## src/rtl/uart_mmio.sv

```systemverilog
module uart_mmio #(
  parameter int CLK_HZ     = 50_000_000,
  parameter int BAUD       = 115_200,
  parameter int FIFO_DEPTH = 16,
  parameter int ADDR_W     = 12
) (
  input  logic              clk,
  input  logic              rst_n,
  input  logic              req_valid,
  output logic              req_ready,
  input  logic              req_we,
  input  logic [ADDR_W-1:0] req_addr,
  input  logic [7:0]        req_wdata,
  output logic              rsp_valid,
  input  logic              rsp_ready,
  output logic [31:0]       rsp_rdata,
  output logic              rsp_err,
  input  logic              uart_rxd,
  output logic              uart_txd
);

  localparam int BIT_CLKS = CLK_HZ / BAUD;
  localparam int HALF     = BIT_CLKS / 2;
  localparam int CNT_W    = $clog2(BIT_CLKS + 1);
  localparam int PTR_W    = (FIFO_DEPTH > 1) ? $clog2(FIFO_DEPTH) : 1;
  localparam int FCNT_W   = $clog2(FIFO_DEPTH + 1);

  // bus decode
  logic acc, hit_tx, hit_rx, hit_st, bad;
  logic tx_busy, rx_avail, pop, push, tx_load;
  logic [7:0] head;

  assign req_ready = !rsp_valid;
  assign acc       = req_valid && req_ready;
  assign hit_tx    = req_we  && (req_addr == ADDR_W'(0));
  assign hit_rx    = !req_we && (req_addr == ADDR_W'(4));
  assign hit_st    = !req_we && (req_addr == ADDR_W'(8));
  assign bad       = !(hit_tx || hit_rx || hit_st);
  assign pop       = acc && hit_rx && rx_avail;
  assign tx_load   = acc && hit_tx && !tx_busy;

  always_ff @(posedge clk) begin
    if (!rst_n) begin
      rsp_valid <= 1'b0;
      rsp_err   <= 1'b0;
      rsp_rdata <= '0;
    end else if (acc) begin
      rsp_valid <= 1'b1;
      rsp_err   <= bad;
      if (hit_rx)      rsp_rdata <= {24'b0, rx_avail ? head : 8'h00};
      else if (hit_st) rsp_rdata <= {30'b0, rx_avail, tx_busy};
      else             rsp_rdata <= '0;
    end else if (rsp_ready) begin
      rsp_valid <= 1'b0;
    end
  end

  // transmitter
  logic [9:0]       tx_sh;
  logic [3:0]       tx_bits;
  logic [CNT_W-1:0] tx_cnt;

  assign uart_txd = tx_sh[0];

  always_ff @(posedge clk) begin
    if (!rst_n) begin
      tx_sh   <= '1;
      tx_bits <= '0;
      tx_cnt  <= '0;
      tx_busy <= 1'b0;
    end else if (tx_load) begin
      tx_sh   <= {1'b1, req_wdata, 1'b0};
      tx_bits <= '0;
      tx_cnt  <= '0;
      tx_busy <= 1'b1;
    end else if (tx_busy) begin
      if (tx_cnt == CNT_W'(BIT_CLKS - 1)) begin
        tx_cnt <= '0;
        tx_sh  <= {1'b1, tx_sh[9:1]};
        if (tx_bits == 4'd9) tx_busy <= 1'b0;
        else                 tx_bits <= tx_bits + 4'd1;
      end else begin
        tx_cnt <= tx_cnt + CNT_W'(1);
      end
    end
  end

  // receiver
  typedef enum logic [1:0] {RX_IDLE, RX_START, RX_DATA, RX_STOP} rx_state_t;
  rx_state_t        rx_st;
  logic             s1, s2, s3;
  logic [CNT_W-1:0] rx_cnt;
  logic [2:0]       rx_bits;
  logic [7:0]       rx_sh;
  logic             full;

  always_ff @(posedge clk) begin
    if (!rst_n) begin
      s1 <= 1'b1; s2 <= 1'b1; s3 <= 1'b1;
    end else begin
      s1 <= uart_rxd; s2 <= s1; s3 <= s2;
    end
  end

  assign push = (rx_st == RX_STOP) && (rx_cnt == CNT_W'(BIT_CLKS - 1)) && s2 && !full;

  always_ff @(posedge clk) begin
    if (!rst_n) begin
      rx_st   <= RX_IDLE;
      rx_cnt  <= '0;
      rx_bits <= '0;
      rx_sh   <= '0;
    end else begin
      case (rx_st)
        RX_IDLE: if (!s2 && s3) begin
          rx_st  <= RX_START;
          rx_cnt <= '0;
        end
        RX_START: if (rx_cnt == CNT_W'(HALF - 1)) begin
          rx_cnt  <= '0;
          rx_bits <= '0;
          rx_st   <= s2 ? RX_IDLE : RX_DATA;
        end else rx_cnt <= rx_cnt + CNT_W'(1);
        RX_DATA: if (rx_cnt == CNT_W'(BIT_CLKS - 1)) begin
          rx_cnt <= '0;
          rx_sh  <= {s2, rx_sh[7:1]};
          if (rx_bits == 3'd7) rx_st <= RX_STOP;
          else                 rx_bits <= rx_bits + 3'd1;
        end else rx_cnt <= rx_cnt + CNT_W'(1);
        default: if (rx_cnt == CNT_W'(BIT_CLKS - 1)) begin
          rx_cnt <= '0;
          rx_st  <= RX_IDLE;
        end else rx_cnt <= rx_cnt + CNT_W'(1);
      endcase
    end
  end

  // receive queue
  logic [7:0]        mem [FIFO_DEPTH];
  logic [PTR_W-1:0]  wr_ptr, rd_ptr;
  logic [FCNT_W-1:0] fcnt;

  assign full     = (fcnt == FCNT_W'(FIFO_DEPTH));
  assign rx_avail = (fcnt != '0);
  assign head     = mem[rd_ptr];

  always_ff @(posedge clk) begin
    if (push) mem[wr_ptr] <= rx_sh;
  end

  always_ff @(posedge clk) begin
    if (!rst_n) begin
      wr_ptr <= '0;
      rd_ptr <= '0;
      fcnt   <= '0;
    end else begin
      if (push) wr_ptr <= (wr_ptr == PTR_W'(FIFO_DEPTH - 1)) ? '0 : wr_ptr + PTR_W'(1);
      if (pop)  rd_ptr <= (rd_ptr == PTR_W'(FIFO_DEPTH - 1)) ? '0 : rd_ptr + PTR_W'(1);
      fcnt <= fcnt + FCNT_W'(push) - FCNT_W'(pop);
    end
  end


  rsp_hold_chk: assert property (@(posedge clk) disable iff (!rst_n)
    rsp_valid && !rsp_ready |=> rsp_valid && $stable(rsp_rdata) && $stable(rsp_err));

  no_accept_pending_chk: assert property (@(posedge clk) disable iff (!rst_n)
    rsp_valid |-> !req_ready);

  fifo_bound_chk: assert property (@(posedge clk) disable iff (!rst_n)
    fcnt <= FCNT_W'(FIFO_DEPTH));

  tx_idle_high_chk: assert property (@(posedge clk) disable iff (!rst_n)
    !tx_busy |-> uart_txd);

  tx_start_low_chk: assert property (@(posedge clk) disable iff (!rst_n)
    $rose(tx_busy) |-> !uart_txd);

  err_zero_chk: assert property (@(posedge clk) disable iff (!rst_n)
    rsp_valid && rsp_err |-> rsp_rdata == 32'h0);

  no_push_full_chk: assert property (@(posedge clk) disable iff (!rst_n)
    full && !pop |=> fcnt == FCNT_W'(FIFO_DEPTH));

endmodule

```

## config.mk

```make
export PLATFORM = sky130hd
export DESIGN_NAME = uart_mmio
export DESIGN_NICKNAME = d
export VERILOG_FILES = /design/src/rtl/uart_mmio.sv
export SDC_FILE = /design/constraint.sdc
export NUM_CORES = 1
export LEC_CHECK = 0
export BUFFER_PORTS_ARGS = -buffer_cell sky130_fd_sc_hd__buf_2
export CAP_MARGIN = 20
export CORE_ASPECT_RATIO = 1.1
export CORE_MARGIN = 5
export CORE_UTILIZATION = 50
export CTS_BUF_LIST = sky130_fd_sc_hd__clkbuf_8
export DETAILED_ROUTE_END_ITERATION = 12
export GPL_ROUTABILITY_DRIVEN = 0
export GPL_TIMING_DRIVEN = 0
export PLACE_DENSITY = 0.68
export SYNTH_ARGS = -nofsm -noshare
export SYNTH_HDL_FRONTEND = slang
export SYNTH_SLANG_ARGS = --single-unit
```

## constraint.sdc

```tcl
create_clock -name clk -period 4.3 [get_ports clk]
set_input_delay 0.215 -clock clk [delete_from_list [all_inputs] [get_ports clk]]
set_output_delay 0.215 -clock clk [all_outputs]
set_load 0.005 [all_outputs]
```

==> results by group, run 1 <==
Place
  • Buffers on Ports: 37
  • DP Worst Slack: 1.34 ns
  • Placed cell area: 9260 um^2
  • DP HPWL: 13,000 um

Clocking
  • Post-CTS setup buffers: 0
  • H-tree depth: 2
  • Clock sinks: 203
  • Clock latency on the worst-skew pair: 0.53 ns
  • CTS clk-pin slew, worst paths: 0.06 ns
  • TritonCTS clock tree: built
  • CTS max path bufs: 3
  • CTS buffer count: 34
  • Root Driver: clkbuf_8

Timing
  • Final TNS setup: 0 ns
  • Highest Clock Rate: 0.335 GHz
  • Relative slew slack: 44.2%
  • Setup Viol. Count Final: 0
  • Post-route minimum period: 2.98 ns
  • Max-slew violations: 0
  • Final hold viol count: 0
  • Final hold slack: 0.209 ns
  • Worst Tran Pin Value: 0.831 ns
  • Period Utilization, post-route: 69.4%
  • Clock Skews: 0.0300 ns
  • Final worst slack: 1.32 ns
  • RSZ-0062 raised after global routing: false

Die
  • Placeable Area: 17,000 um^2
  • Chip width: 136 um
  • Row count: 50
  • Die area: 20,100 um^2
  • Starting Density: 51.0%
  • Die H: 148 um
  • # IOs: 62

Layout
  • Fill cell count: 1,407
  • Area Growth Syn to Fin: 14.8%
  • Cell area after layout: 9950 um^2
  • Inserted Diodes: 0
  • Fin util: 58.5%
  • NumNets Final: 809
  • Layout cells sized above 1: 21.2%
  • Seq. cell area: 5350 um^2
  • Area of the multi-input gates: 2970 um^2

Critical path
  • Crit path from: rx_cnt[1]
  • RR Endpoint: fcnt[4]
  • Worst setup path endpoint: fcnt[4]
  • Crit start category: register
  • Critical Path AT: 3.41 ns
  • Critical path peak fanout: 6
  • Reg2reg setup slack: 1.32 ns
  • RR Startpoint: rx_cnt[1]
  • Crit Path Category: reg2reg
  • R2R depth: 12
  • Worst Setup End Kind: register
  • Worst EP required: 4.72 ns

Synth
  • Mapped Area: 8670 um^2
  • Synth cell types: 62
  • Sequential share of the synthesized area: 61.6%
  • Mapped Cells: 651
  • Post-synth EDFFs: 128
  • Async set-reset flop share out of synthesis: 0%
  • Mean area per synthesized cell: 13.3 um^2
  • Ys flop type: edfxtp_1
  • Seq cells post-synth: 203
  • Ys Warns: 0

Pwr
  • Worst-case vdd ir drop: 0.000230 V
  • Clock share of power: 40.9%
  • Leakage: 0.00352 uW
  • PwrDens: 365 nW/um^2
  • Logic gate share of total power: 2.5%
  • Sequential fraction of design power: 56.6%
  • Int Pwr: 2850 uW
  • Net Sw Power: 782 uW
  • Sw frac: 21.5%

Global routing
  • Initial antenna violation count: 0
  • Remaining Overflow, GRT: 0
  • Total GRT Usage: 19.0%
  • Largest net degree at the start of global routing: 19
  • Global-route wire length before repair: 29,800 um
  • Number of global-route vias before repair: 5,672

Worst hold path
  • Hold Startpoint: req_we
  • Worst Hold Class: in2reg

Drt
  • Routed WL: 18,600 um
  • DR vias: 5,496
  • Detailed Routing Iterations Pass 1: 5
  • Remaining DRCs: 0
  • Routed Antenna Nets: 0
  • Drt wl/cell: 18.3 um
  • DR iter-0 viols: 349
  • Vias per inst: 5.40

Run status
  • Status: finished clean

Job
  • Max-cap violations: 0
flip-flops by register name, summed over array words and instances, names as in the netlist, 3 cells and up, named ones only:
| name | count |
|---|---|
| tx_sh | 9 |
| tx_bits | 4 |
| wr_ptr | 4 |
| rx_bits | 3 |
| rsp_rdata | 8 |
| mem | 128 |
| fcnt | 5 |
| rd_ptr | 4 |
| rx_sh | 8 |
| tx_cnt | 9 |
| rx_cnt | 9 |
power groups by stage:
stage	Clock (uW)	Combinational, uW	Sequential, uW
after floorplan	0	52.5	2090
after global placement	0	80.0	2100
after detailed placement	0	82.1	2100
after CTS	1520	90.4	2050
after global routing	1610	102	2050
final	1480	92.2	2050
final cells by class:
cell class	count	area share [%]
Sequential cell	203	53.7
Clock inverter	21	0.930
Inverter	29	1.09
Clock buffer	35	4.84
Timing Repair Buffer	53	3.32
Buffer	54	3.38
Tap cell	234	2.94
Multi-Input combinational cell	388	29.8
critical path: stages (launching register included):
cell and delay [ns]:
dfxtp_1 0.38, inv_1 0.08, ha_1 0.18, and4bb_1 0.24, and4_1 0.25, nand2_1 0.11, clkinv_1 0.22, ha_1 0.31
fa_1 0.41, a21oi_1 0.18, nor2_1 0.07, or3_1 0.34, a21oi_1 0.14
cells by family after synthesis:
kind of cell               share of synthesized area [%]
AOI/OAI and AO/OA                                   7.17
xor gates and xnor gates                            1.82
adders and majority gates                           2.97
buffers and inverters                               5.14
DFF                                                 61.6
muxes                                               9.67
other                                             0.0432
and+or+nand+nor                                     11.5
synth_stat cells (11+ instances only):
master      n  share of area (%)
ha_1       19                2.7
nand2_1    45                1.9
clkbuf_1   12               0.52
a211oi_1   11               0.95
dfxtp_1    75                 17
a21oi_1    32                1.8
buf_2      11               0.63
nor3_1     13               0.75
mux2i_1    14                1.6
mux4_2     31                8.1
edfxtp_1  128                 44
nor2_1     56                2.4
inv_1      27                1.2
buf_4      24                2.1
layer usage:
layer	global-route usage [%]	vias up	wire [um]
met2	33.4	177	9390
li1	-	2598	-
met5	0	-	0
met3	3.35	49	881
met4	7.41	0	656
met1	23.3	2672	7660
how the worst min path moves through the flow:
stage / to / slack, ns / cells after the start
final: rsp_rdata[0] / 0.21 / 5
after floorplan: s1 / 0.29 / 1
after global placement: s2 / 0.39 / 1
after detailed placement: s2 / 0.40 / 1
after CTS: rsp_rdata[0] / 0.19 / 5
after global routing: rsp_rdata[0] / 0.21 / 5
through the flow:
stage	std cells	power (uW)
after global routing	1017	3760
final	1017	3630
after CTS	1017	3660
after detailed placement	949	2180
after global placement	945	2180
after floorplan	674	2150
cell usage in the layout (no fill, tap or decap), drive strengths merged, types with 4 or more instances in the layout:
cell type    synthesis  routed
edfxtp             128     128
buf                 42      83
dfxtp               75      75
nor2                56      56
clkbuf              12      47
nand2               45      45
inv                 28      39
a21oi               32      32
mux4                31      31
conb                 1      24
ha                  19      19
mux2i               14      14
nor3                14      14
o21ai               14      14
dlygate4sd3          0      12
a211oi              11      11
nand3               11      11
clkinv               1      11
nand2b              10      10
xnor2               10      10
nor2b                8       8
xor2                 8       8
nand4                8       8
a31oi                7       7
a221oi               7       7
a32o                 6       6
or3                  5       5
nand3b               5       5
nor4                 4       4
and2                 4       4
repair_timing:
action	CTS	global route
hold endpoints to repair	11	0
resized for setup	0	0
hold buffers	12	0
Note: power is estimated with default switching activity, not from simulation.
==> run 2: changes to the inputs <==
Clock period 4.3 ns to 3 ns, I/O delays scaled along.
==> run 2 against run 1 <==
Register-to-register slack worse by 1.2 ns. Final cell count is 0.29% higher. Worst setup slack worse by 1.2 ns. Wire length is 0.26% higher. Sequential share of layout area is 0.18 points lower. Hold slack worse by 0.066 ns. Clock skew is 0.0018 ns lower. Sequential cell count stayed put. Combinational power is 43% higher. Fmax is 4.9% higher. Non-clock buffer count is 3 higher. Power is 43% higher. Critical endpoint unchanged.
==> results by group, run 2 (synthesis gave the netlist of run 1 again) <==
Run status
  • Status: finished clean

Pwr
  • Pwr Total: 5210 uW (+43%)
  • Net Sw Power: 1120 uW (+44%)
  • Worst-case vdd ir drop: 0.000330 V (+43%)
  • PwrDens: 521 nW/um^2 (+43%)
  • Leakage: 0.00354 uW (+0.56%)
  • Sw frac: 21.6% (+0.029 points)
  • Logic gate share of total power: 2.5% (about the same)
  • Int Pwr: 4080 uW (+43%)
  • Clock share of power: 40.9% (about the same)
  • Sequential fraction of design power: 56.6% (about the same)

Global routing
  • Total GRT Usage: 19.0% (unchanged)
  • Initial antenna violation count: 0 (unchanged)
  • Global-route wire length before repair: 29,800 um (unchanged)
  • Largest net degree at the start of global routing: 19 (unchanged)
  • Number of global-route vias before repair: 5,672 (unchanged)
  • Remaining Overflow, GRT: 0 (unchanged)

Drt
  • DR WL met2: 9480 um (+0.99%)
  • Post-Route M1 WL: 7690 um (+0.48%)
  • WL met3: 829 um (-5.9%)
  • Routed Antenna Nets: 0 (unchanged)
  • DR vias: 5,498 (+0.036%)
  • Drt wl/cell: 18.3 um (about the same)
  • DR top layer: met4
  • Routed WL: 18,600 um (+0.26%)
  • Detailed Routing Iterations Pass 1: 5 (unchanged)
  • DR iter-0 viols: 372 (+6.6%)
  • Remaining DRCs: 0 (unchanged)
  • Vias per inst: 5.39 (-0.26%)

Die
  • Placeable Area: 17,000 um^2 (unchanged)
  • Die H: 148 um (unchanged)
  • Starting Density: 51.0% (unchanged)
  • # IOs: 62 (unchanged)
  • Chip width: 136 um (unchanged)
  • Die area: 20,100 um^2 (unchanged)
  • Row count: 50 (unchanged)

Timing
  • Period Utilization, post-route: 94.8% (+25 points)
  • Clock Skews: 0.0282 ns (-0.00181 ns)
  • Final hold viol count: 0 (unchanged)
  • Worst Tran Pin Value: 0.838 ns (+0.00701 ns)
  • Setup Viol. Count Final: 0 (unchanged)
  • Relative slew slack: 43.9% (-0.25 points)
  • Max-slew violations: 0 (unchanged)
  • Highest Clock Rate: 0.352 GHz (+4.9%)
  • Post-route minimum period: 2.84 ns (-0.139 ns)

Layout
  • Largest register FFs: 128 (unchanged)
  • Inserted Diodes: 0 (unchanged)
  • Most frequent cells in the layout: 128 x edfxtp_1, 75 x dfxtp_1, 56 x nor2_1, 50 x buf_2, 44 x nand2_1
  • Fin util: 58.7% (+0.20 points)
  • NumNets Final: 812 (+0.37%)
  • Fill cell count: 1,403 (-0.28%)
  • Top reg by flops: mem
  • Area of the multi-input gates: 2970 um^2 (+0.25%)
  • Seq. cell area: 5350 um^2 (unchanged)
  • Layout cells sized above 1: 21.9% (+0.68 points)
  • Area Growth Syn to Fin: 15.2%
  • Commonest non-fill, non-tap cell in the layout: edfxtp_1

Critical path
  • Crit start category: register
  • Cell Chain, Critical Path: inv_1, ha_1, and4bb_1, and4_1, nand2_2, clkinvlp_4, ha_1, fa_1, a21oi_1, nor2_1, or3_1, a21oi_1
  • Crit Path Category: reg2reg
  • Worst Setup End Kind: register
  • Max incr delay on CP: 0.41 ns (about the same)
  • Critical path's top delay family: simple AND/OR/NAND/NOR gates
  • Slowest cell on the critical path: fa_1
  • Critical Path AT: 3.27 ns (-0.14 ns)
  • Worst EP required: 3.43 ns (-1.29 ns)
  • Critical path peak fanout: 4 (-2)
  • CP bufs+invs: 2 (unchanged)

Job
  • Max-cap violations: 0 (unchanged)

Clocking
  • Clock latency on the worst-skew pair: 0.53 ns (about the same)
  • H-tree depth: 2 (unchanged)
  • CTS max path bufs: 3 (unchanged)
  • CTS clk-pin slew, worst paths: 0.06 ns (about the same)
  • Clock sinks: 203 (unchanged)
  • CTS buffer count: 34 (unchanged)
  • TritonCTS clock tree: built
  • Root Driver: clkbuf_8

Place
  • DP HPWL: 13,000 um (unchanged)
  • Buffers on Ports: 37 (unchanged)

Worst hold path
  • Worst Hold Class: in2reg
run 2: metrics by stage:
step | TNS, ns | setup WS (ns) | std cells | instance area, um^2 | hold WS (ns)
3_3_place_gp | 0 | 0.0752 | 945 | 9240 | 0.344
6_report | 0 | 0.156 | 1020 | 9990 | 0.143
2_1_floorplan | 0 | 0.396 | 674 | 8760 | 0.223
3_5_place_dp | 0 | 0.0373 | 949 | 9260 | 0.342
5_1_grt | -0.00158 | -0.00158 | 1020 | 9990 | 0.148
4_1_cts | 0 | 0.0221 | 1017 | 9950 | 0.128
run 2: area by class of cell:
type | instances | share of cell area, %
Buffer | 54 | 3.37
Clock buffer | 35 | 4.82
Clock inverter | 21 | 0.927
Inverter | 29 | 1.13
Multi-Input combinational cell | 388 | 29.8
Sequential cell | 203 | 53.5
Tap cell | 234 | 2.93
Timing Repair Buffer | 56 | 3.53
run 2: worst paths after layout:
check / startpoint / depth (start not counted) / slack (ns) / end
max: rx_cnt[1] / 12 / 0.16 / fcnt[4]
min: req_we / 5 / 0.14 / rsp_rdata[0]
max reg2reg: rx_cnt[1] / 12 / 0.16 / fcnt[4]
min reg2reg: s1 / 1 / 0.41 / s2
run 2: per-layer routing:
layer,global-route usage (%),vias up
li1,-,2603
met2,33.4,157
met5,0,-
met3,3.35,47
met4,7.41,0
met1,23.3,2691
run 2: worst register-to-register path, stage by stage, from the launching register on:
cell,delay [ns]
dfxtp_1,0.38
inv_1,0.08
ha_1,0.18
and4bb_1,0.24
and4_1,0.25
nand2_2,0.11
clkinvlp_4,0.13
ha_1,0.25
fa_1,0.41
a21oi_1,0.19
nor2_1,0.07
or3_1,0.34
a21oi_1,0.14
run 2: power groups by stage:
| stage | Clock, uW | Sequential (uW) | Combinational, uW |
|---|---|---|---|
| 2_1_floorplan | 0 | 3000 | 75.2 |
| 3_3_place_gp | 0 | 3000 | 115 |
| 3_5_place_dp | 0 | 3000 | 118 |
| 4_1_cts | 2180 | 2940 | 130 |
| 5_1_grt | 2300 | 2940 | 147 |
| 6_report | 2130 | 2950 | 132 |
run 2: what timing repair did:
action                                  CTS  global route
endpoints found under the hold margin    11             0
hold buffers                             12             0
setup buffers                             0             3
endpoints found under the setup margin    0             1
resized for setup                         0             3
